`config.mk`:
```
export PLATFORM = sky130hd
export DESIGN_NAME = flash_page_reader
export DESIGN_NICKNAME = d
export VERILOG_FILES = /design/src/rtl/frpb_pkg.sv /design/src/rtl/frpb_data.sv /design/src/rtl/frpb_ctrl.sv /design/src/rtl/flash_page_reader.sv
export SDC_FILE = /design/constraint.sdc
export NUM_CORES = 1
export LEC_CHECK = 0
export BUFFER_PORTS_ARGS = -buffer_cell sky130_fd_sc_hd__buf_2
export CORE_ASPECT_RATIO = 0.5
export CORE_MARGIN = 2
export CORE_UTILIZATION = 55
export DETAILED_ROUTE_END_ITERATION = 16
export GPL_TIMING_DRIVEN = 0
export MAX_ROUTING_LAYER = met4
export PLACE_DENSITY = 0.77
export SYNTH_ARGS = -nofsm -noshare
export SYNTH_HDL_FRONTEND = slang
export SYNTH_SLANG_ARGS = --single-unit
```
`constraint.sdc`:
```
create_clock -name clk -period 17 [get_ports clk]
set_input_delay 0.85 -clock clk [delete_from_list [all_inputs] [get_ports clk]]
set_output_delay 0.85 -clock clk [all_outputs]
set_load 0.1 [all_outputs]
```
`src/rtl/frpb_pkg.sv`:
```
package frpb_pkg;
  localparam int ADDR_W       = 17;
  localparam int PAGE_BYTES   = 32;
  localparam int DATA_W       = 64;
  localparam int NUM_BUF      = 2;
  localparam int SHADOW_BYTES = 512;
  localparam int PAGE_W       = PAGE_BYTES * 8;
  localparam int DW_PER_PAGE  = PAGE_W / DATA_W;
  localparam int DW_SEL_W     = $clog2(DW_PER_PAGE);
  localparam int OFS_W        = DW_SEL_W + 1;
  localparam int TAG_W        = ADDR_W - OFS_W;
  localparam int SHADOW_PG_W  = $clog2(SHADOW_BYTES / PAGE_BYTES);

  typedef logic [TAG_W-1:0] pageTag_t;

  // strobes from control to datapath
  typedef struct packed {
    logic latchReq;   // capture pending miss
    logic loadHit;    // return doubleword from a buffer
    logic hitWay;
    logic loadFetch;  // return doubleword from fetched page
    logic fillEn;     // store fetched page
    logic fillWay;
  } dpStrobe_t;
endpackage

```
`src/rtl/frpb_data.sv`:
```
module frpb_data
  import frpb_pkg::*;
(
  input  logic                clk,
  input  logic                rstN,
  input  dpStrobe_t           strobe,
  input  logic [ADDR_W-1:0]   rdAddr,
  input  logic                shadowSel,
  input  logic [PAGE_W-1:0]   pageData,
  output logic [NUM_BUF-1:0]  tagMatch,
  output logic [DATA_W-1:0]   rdData,
  output pageTag_t            fetchAddr,
  output logic                fetchShadow
);
  pageTag_t              reqTag;
  logic [DW_SEL_W-1:0]   reqDw;
  logic [DW_SEL_W-1:0]   pendDw;
  logic                  unusedAddrLsb;

  logic [PAGE_W-1:0] pageMem  [NUM_BUF];
  pageTag_t          tagMem   [NUM_BUF];
  logic              tagShadow[NUM_BUF];

  assign unusedAddrLsb = rdAddr[0];
  assign reqDw         = rdAddr[1 +: DW_SEL_W];

  always_comb begin
    reqTag = rdAddr[ADDR_W-1:OFS_W];
    if (shadowSel) reqTag = pageTag_t'(rdAddr[OFS_W +: SHADOW_PG_W]);
  end

  generate
    for (genvar g = 0; g < NUM_BUF; g++) begin : gBuf
      always_ff @(posedge clk) begin
        if (!rstN) begin
          tagMem[g]    <= '0;
          tagShadow[g] <= 1'b0;
        end else if (strobe.fillEn && strobe.fillWay == 1'(g)) begin
          tagMem[g]    <= fetchAddr;
          tagShadow[g] <= fetchShadow;
        end
      end
      always_ff @(posedge clk) begin
        if (strobe.fillEn && strobe.fillWay == 1'(g)) pageMem[g] <= pageData;
      end
      assign tagMatch[g] = (tagMem[g] == reqTag) && (tagShadow[g] == shadowSel);
    end
  endgenerate

  always_ff @(posedge clk) begin
    if (!rstN) begin
      fetchAddr   <= '0;
      fetchShadow <= 1'b0;
      pendDw      <= '0;
    end else if (strobe.latchReq) begin
      fetchAddr   <= reqTag;
      fetchShadow <= shadowSel;
      pendDw      <= reqDw;
    end
  end

  always_ff @(posedge clk) begin
    if (!rstN)                 rdData <= '0;
    else if (strobe.loadHit)   rdData <= pageMem[strobe.hitWay][reqDw*DATA_W +: DATA_W];
    else if (strobe.loadFetch) rdData <= pageData[pendDw*DATA_W +: DATA_W];
  end
endmodule

```
`src/rtl/frpb_ctrl.sv`:
```
module frpb_ctrl
  import frpb_pkg::*;
(
  input  logic               clk,
  input  logic               rstN,
  input  logic               rdReq,
  input  logic               wrReq,
  input  logic               randomMode,
  input  logic               shadowSel,
  input  logic [NUM_BUF-1:0] tagMatch,
  input  logic               pageReady,
  output dpStrobe_t          strobe,
  output logic               busy,
  output logic               fetchReq,
  output logic               rdValid,
  output logic               wrAck
);
  typedef enum logic {ST_IDLE = 1'b0, ST_FETCH = 1'b1} state_t;

  state_t             state;
  logic [NUM_BUF-1:0] bufValid;
  logic [NUM_BUF-1:0] hitVec;
  logic               lruWay;
  logic               shadowPrev;
  logic               shadowFlip;
  logic               pendRandom;
  logic               accept;
  logic               isHit;
  logic               victim;
  logic               done;

  assign shadowFlip = shadowSel ^ shadowPrev;
  assign hitVec     = tagMatch & bufValid & {NUM_BUF{~shadowFlip}};
  assign isHit      = |hitVec;
  assign accept     = (state == ST_IDLE) && rdReq;
  assign done       = (state == ST_FETCH) && pageReady;
  assign busy       = (state == ST_FETCH);
  assign fetchReq   = (state == ST_FETCH);

  always_comb begin
    if (!bufValid[0])      victim = 1'b0;
    else if (!bufValid[1]) victim = 1'b1;
    else                   victim = lruWay;
  end

  always_comb begin
    strobe.latchReq  = accept && !isHit;
    strobe.loadHit   = accept && isHit;
    strobe.hitWay    = hitVec[1];
    strobe.loadFetch = done;
    strobe.fillEn    = done && !pendRandom;
    strobe.fillWay   = victim;
  end

  always_ff @(posedge clk) begin
    if (!rstN) begin
      state      <= ST_IDLE;
      bufValid   <= '0;
      lruWay     <= 1'b0;
      shadowPrev <= 1'b0;
      pendRandom <= 1'b0;
      rdValid    <= 1'b0;
      wrAck      <= 1'b0;
    end else begin
      shadowPrev <= shadowSel;
      wrAck      <= wrReq;
      rdValid    <= strobe.loadHit || done;
      if (strobe.latchReq) begin
        state      <= ST_FETCH;
        pendRandom <= randomMode;
      end else if (done) begin
        state <= ST_IDLE;
      end
      if (shadowFlip)         bufValid         <= '0;
      else if (strobe.fillEn) bufValid[victim] <= 1'b1;
      if (strobe.loadHit)     lruWay <= ~strobe.hitWay;
      else if (strobe.fillEn) lruWay <= ~victim;
    end
  end
endmodule

```
`src/rtl/flash_page_reader.sv`:
```
module flash_page_reader
  import frpb_pkg::*;
(
  input  logic               clk,
  input  logic               rstN,
  input  logic               rdReq,
  input  logic               wrReq,
  input  logic [ADDR_W-1:0]  rdAddr,
  input  logic               randomMode,
  input  logic               shadowSel,
  output logic               busy,
  output logic               rdValid,
  output logic [DATA_W-1:0]  rdData,
  output logic               wrAck,
  output logic               fetchReq,
  output logic [TAG_W-1:0]   fetchAddr,
  output logic               fetchShadow,
  input  logic               pageReady,
  input  logic [PAGE_W-1:0]  pageData
);
  dpStrobe_t          strobe;
  logic [NUM_BUF-1:0] tagMatch;

  frpb_ctrl u_ctrl (
    .clk(clk), .rstN(rstN), .rdReq(rdReq), .wrReq(wrReq),
    .randomMode(randomMode), .shadowSel(shadowSel), .tagMatch(tagMatch),
    .pageReady(pageReady), .strobe(strobe), .busy(busy),
    .fetchReq(fetchReq), .rdValid(rdValid), .wrAck(wrAck)
  );

  frpb_data u_data (
    .clk(clk), .rstN(rstN), .strobe(strobe), .rdAddr(rdAddr),
    .shadowSel(shadowSel), .pageData(pageData), .tagMatch(tagMatch),
    .rdData(rdData), .fetchAddr(fetchAddr), .fetchShadow(fetchShadow)
  );
endmodule

```
==> results.sh <==
export IMPL_cp_data_arrival_time_ns=3.76
export IMPL_ioPinCount=363
export IMPL_maxUsedRoutingLayer="met4"
export IMPL_share_clk_of_total_power_pct=38.3
export IMPL_netlist_area_um2=27300
export IMPL_reg2reg_to="u_data.rdData[63]"
export IMPL_leakage_power_total_uw=0.0123
export IMPL_min_delay_worst_endpoint="u_data.pageMem[0][196]"
export IMPL_initial_utilization_pct=56.0
export IMPL_layout_nets=2579
export IMPL_ff2ff_path_depth=10
export IMPL_synthArstFlopShare_pct=0
export IMPL_detailroute_wirelength_met3_mm=6.90
export IMPL_clkSinkCount=631
export IMPL_crit_path_max_incr_delay_ns=0.63
export IMPL_timing_clock_skew_ns=0.0157
export IMPL_drt_iter0_markers=2468
export IMPL_htree_levels=2
export IMPL_met2WireLength_mm=38.4
export IMPL_cts_tree="yes"
export IMPL_drive_above_1_share_pct=29.2
export IMPL_worst_pin_slew_ns=1.08
export IMPL_maxSlewViolCount=0
export IMPL_synth_top_cell_area_share_pct=59.5
export IMPL_fp_row_count=57
export IMPL_timing_critical_path_max_delay_family="buffers and inverters"
export IMPL_grt_pass1_vias=19020
export IMPL_crit_cells=12
export IMPL_floorplan_die_area_um2=51600
export IMPL_filler_cell_count=3507
export IMPL_post_cts_repair_setup_buffers=0
export IMPL_clockRootBuffer="sky130_fd_sc_hd__clkbuf_16"
export IMPL_crit_start="shadowSel"
export IMPL_worstPathCellList="buf_2, buf_2, buf_2, o32ai_1, and2_1, nand2_2, buf_4, buf_4, clkbuf_1, nand2_1, a22o_1, o211ai_2"
export IMPL_timing_critical_path_from_type="primary input"
export IMPL_grt_max_degree=62
export IMPL_crit_reg2reg_launch="u_data.tagMem[1][12]"
export IMPL_synthDominantAreaCellType="sky130_fd_sc_hd__edfxtp_1"
export IMPL_max_cap_viol_count=0
export IMPL_die_w_um=319
export IMPL_power_density_nw_per_um2=103
export IMPL_post_route_min_period_ns=3.23
export IMPL_number_of_warnings_reported_in_the_yosys_synthesis_log=0
export IMPL_first_pass_grt_wire_length_mm=114
export IMPL_core_area_um2=48800
export IMPL_path_buf_inv=6
export IMPL_min_delay_path_class="primary input to flop"
export IMPL_drt_antenna_violating_nets=0
export IMPL_worstSetupPathType="primary input to flop"
export IMPL_worst_skew_pair_late_latency_ns=0.59
export IMPL_overall_routing_resource_usage_pct=30.4
export IMPL_finalWirelength_mm=77.9
export IMPL_internal_uw=2510
export IMPL_critPathCaptureType="flop"
export IMPL_seq_area_um2=18000
export IMPL_fin_tns_setup_ns=0
export IMPL_most_common_layout_cells="541 x sky130_fd_sc_hd__edfxtp_1, 404 x sky130_fd_sc_hd__buf_2, 258 x sky130_fd_sc_hd__nand2_1, 142 x sky130_fd_sc_hd__mux2i_1, 95 x sky130_fd_sc_hd__clkbuf_1"
export IMPL_detailroute_via_count=19209
export IMPL_numPortBuffers=358
export IMPL_synth_edf_count=541
export IMPL_finalSetupViolations=0
export IMPL_worst_endpoint_required_ns=17.52
export IMPL_die_h_um=162
export IMPL_cpMostUsedCell="sky130_fd_sc_hd__buf_2"
export IMPL_hpwlAfterDp_mm=51.6
export IMPL_detail_route_drc_violations=0
export IMPL_antenna_found_initial=29
export IMPL_yosys_most_used_dff="sky130_fd_sc_hd__edfxtp_1"
export IMPL_multi_input_area_um2=8500
export IMPL_reg2reg_setup_slack_ns=13.90
export IMPL_grt_overflow=0
export IMPL_globalplace_congestion=0.908
export IMPL_seq_power_share_pct=52.5
export IMPL_postCtsHoldBufs=0
export IMPL_power_share_combinational_pct=9.1
export IMPL_clk_path_buf_depth=3
export IMPL_avgSynthCellArea_um2=14.6
export IMPL_area_growth_pct=17.2
export IMPL_synth_cells=1877
export IMPL_run_status="complete, no violations"
export IMPL_post_drt_via_cell_ratio=6.36
export IMPL_detailedRoute_firstPassIterationCount=6
export IMPL_cpMaxStageDelayCell="sky130_fd_sc_hd__clkbuf_1"
export IMPL_period_share_pct=19.0
export IMPL_clkSlewWorstSetupHoldPaths_ns=0.07
export IMPL_swShare_pct=23.8
export IMPL_postCtsResizedCells=0
export IMPL_synth_seq_area_share_pct=66.1
export IMPL_post_drt_wl_per_cell_um=25.8
export IMPL_peak_supply_drop_v=0.0000748
export IMPL_p_switching_uw=785
export IMPL_min_delay_start="pageData[196]"
export IMPL_drt_met1_wl_mm=29.4
export IMPL_non_filler_instance_count_after_layout=3022
export IMPL_synthDistinctLibCells=56
export IMPL_final_hold_vios=0
export IMPL_layout_commonest_cell="sky130_fd_sc_hd__edfxtp_1"
export IMPL_critical_path_max_fanout=10
export IMPL_slew_headroom_pct=27.7
export IMPL_mappedNetlistNets=2157
export IMPL_hold_depth=1
export IMPL_place_detailed_instances=2893
export IMPL_unrepaired_setup_endpoints_after_global_routing="false"
export IMPL_leading_post_synthesis_cells_by_cell_area="sky130_fd_sc_hd__edfxtp_1 59%, sky130_fd_sc_hd__dfxtp_1 6.6%, sky130_fd_sc_hd__mux4_2 5.3%"
export IMPL_cts_made_buffers=53
export IMPL_synth_ff_latch_count=631
export IMPL_fmax_ghz=0.309
kinds of logic after synthesis:
| family | Yosys count | share of synthesized area [%] |
|---|---|---|
| flip-flops | 631 | 66.1 |
| AO/OA/AOI/OAI | 488 | 14.1 |
| AND/OR/NAND/NOR | 368 | 6.01 |
| multiplexers | 206 | 10.5 |
| buffers and inverters | 168 | 2.86 |
| XOR/XNOR | 16 | 0.513 |
power by group through the flow:
stage	sequential, uW	clock [uW]	combinational [uW]
6_report	1730	1260	301
3_5_place_dp	1760	0	297
5_1_grt	1730	1330	318
4_1_cts	1730	1260	298
3_3_place_gp	1770	0	287
2_1_floorplan	1830	0	126
worst max-delay path by stage:
stage                           end  slack, ns
2_1_floorplan  u_data.tagMem[1][10]       7.32
3_3_place_gp    u_data.tagMem[1][7]       2.76
3_5_place_dp      u_data.rdData[60]      13.26
4_1_cts           u_data.rdData[60]      13.86
5_1_grt           u_data.rdData[24]      13.73
6_report          u_data.rdData[60]      13.77
state kept, by name (all words and copies together) (netlist names):
name and count:
u_data.pageMem 512, u_ctrl.rdValid 1, u_ctrl.lruWay 1, u_ctrl.shadowPrev 1, u_data.tagMem 28, u_ctrl.wrAck 1, u_data.rdData 64, u_ctrl.bufValid 2
u_data.fetchShadow 1, u_data.fetchAddr 14, u_ctrl.busy 1, u_data.tagShadow 2, u_data.pendDw 2, u_ctrl.pendRandom 1
metrics by stage:
stage	power, uW	setup WS [ns]	utilization (%)	area, um2	hold WS [ns]
after floorplan	1950	7.32	-	27300	0.437
after global placement	2060	2.76	61.3	29900	0.458
after detailed placement	2060	13.26	61.9	30200	0.473
after CTS	3290	13.86	65.5	31900	0.442
after global routing	3380	13.73	65.6	32000	0.441
final	3290	13.77	65.6	32000	0.456
area by class of cell:
type	instances	share of cell area, %
diodes	30	0.234
repair buffers	367	6.35
flip-flops and latches	631	56.4
well taps	649	2.54
clock buffers	74	4.77
inverters	7	0.0821
plain buffers	161	2.37
multi-input cells	1078	26.5
clock inverters	25	0.766
worst reg2reg max path, cell delays in order, from the launching register on:
cell	delay (ns)
sky130_fd_sc_hd__edfxtp_1	0.42
sky130_fd_sc_hd__xor2_1	0.18
sky130_fd_sc_hd__or3_1	0.35
sky130_fd_sc_hd__o21ai_1	0.16
sky130_fd_sc_hd__and2_1	0.23
sky130_fd_sc_hd__buf_2	0.34
sky130_fd_sc_hd__buf_2	0.41
sky130_fd_sc_hd__buf_2	0.37
sky130_fd_sc_hd__a31oi_1	0.15
sky130_fd_sc_hd__a22o_1	0.24
sky130_fd_sc_hd__o211ai_1	0.18
cell usage after synthesis, drive strengths merged, types with 2 or more instances:
cell type and number:
buf 72, dfxtp 90, inv 7, nand2b 14, o211ai 64, o22ai 2, clkbuf 89, a31oi 69
and4 3, nand3 2, nand4 4, a2111oi 2, xor2 6, a21oi 66, nor4bb 4, nand3b 6
a211oi 2, mux4 64, o21ai 73, a2111o 63, xnor2 10, a21boi 6, o32ai 5, and3 15
nor2 22, and2 21, a22o 64, a31o 64, mux2i 142, nor2b 16, edfxtp 541, nand2 259
routing by layer:
metal,GRT usage [%],up-vias
met4,14.1,0
li1,-,8280
met2,48.5,1158
met5,-,-
met1,38.9,9586
met3,4.63,185
Power figures use the tool's default switching activity.
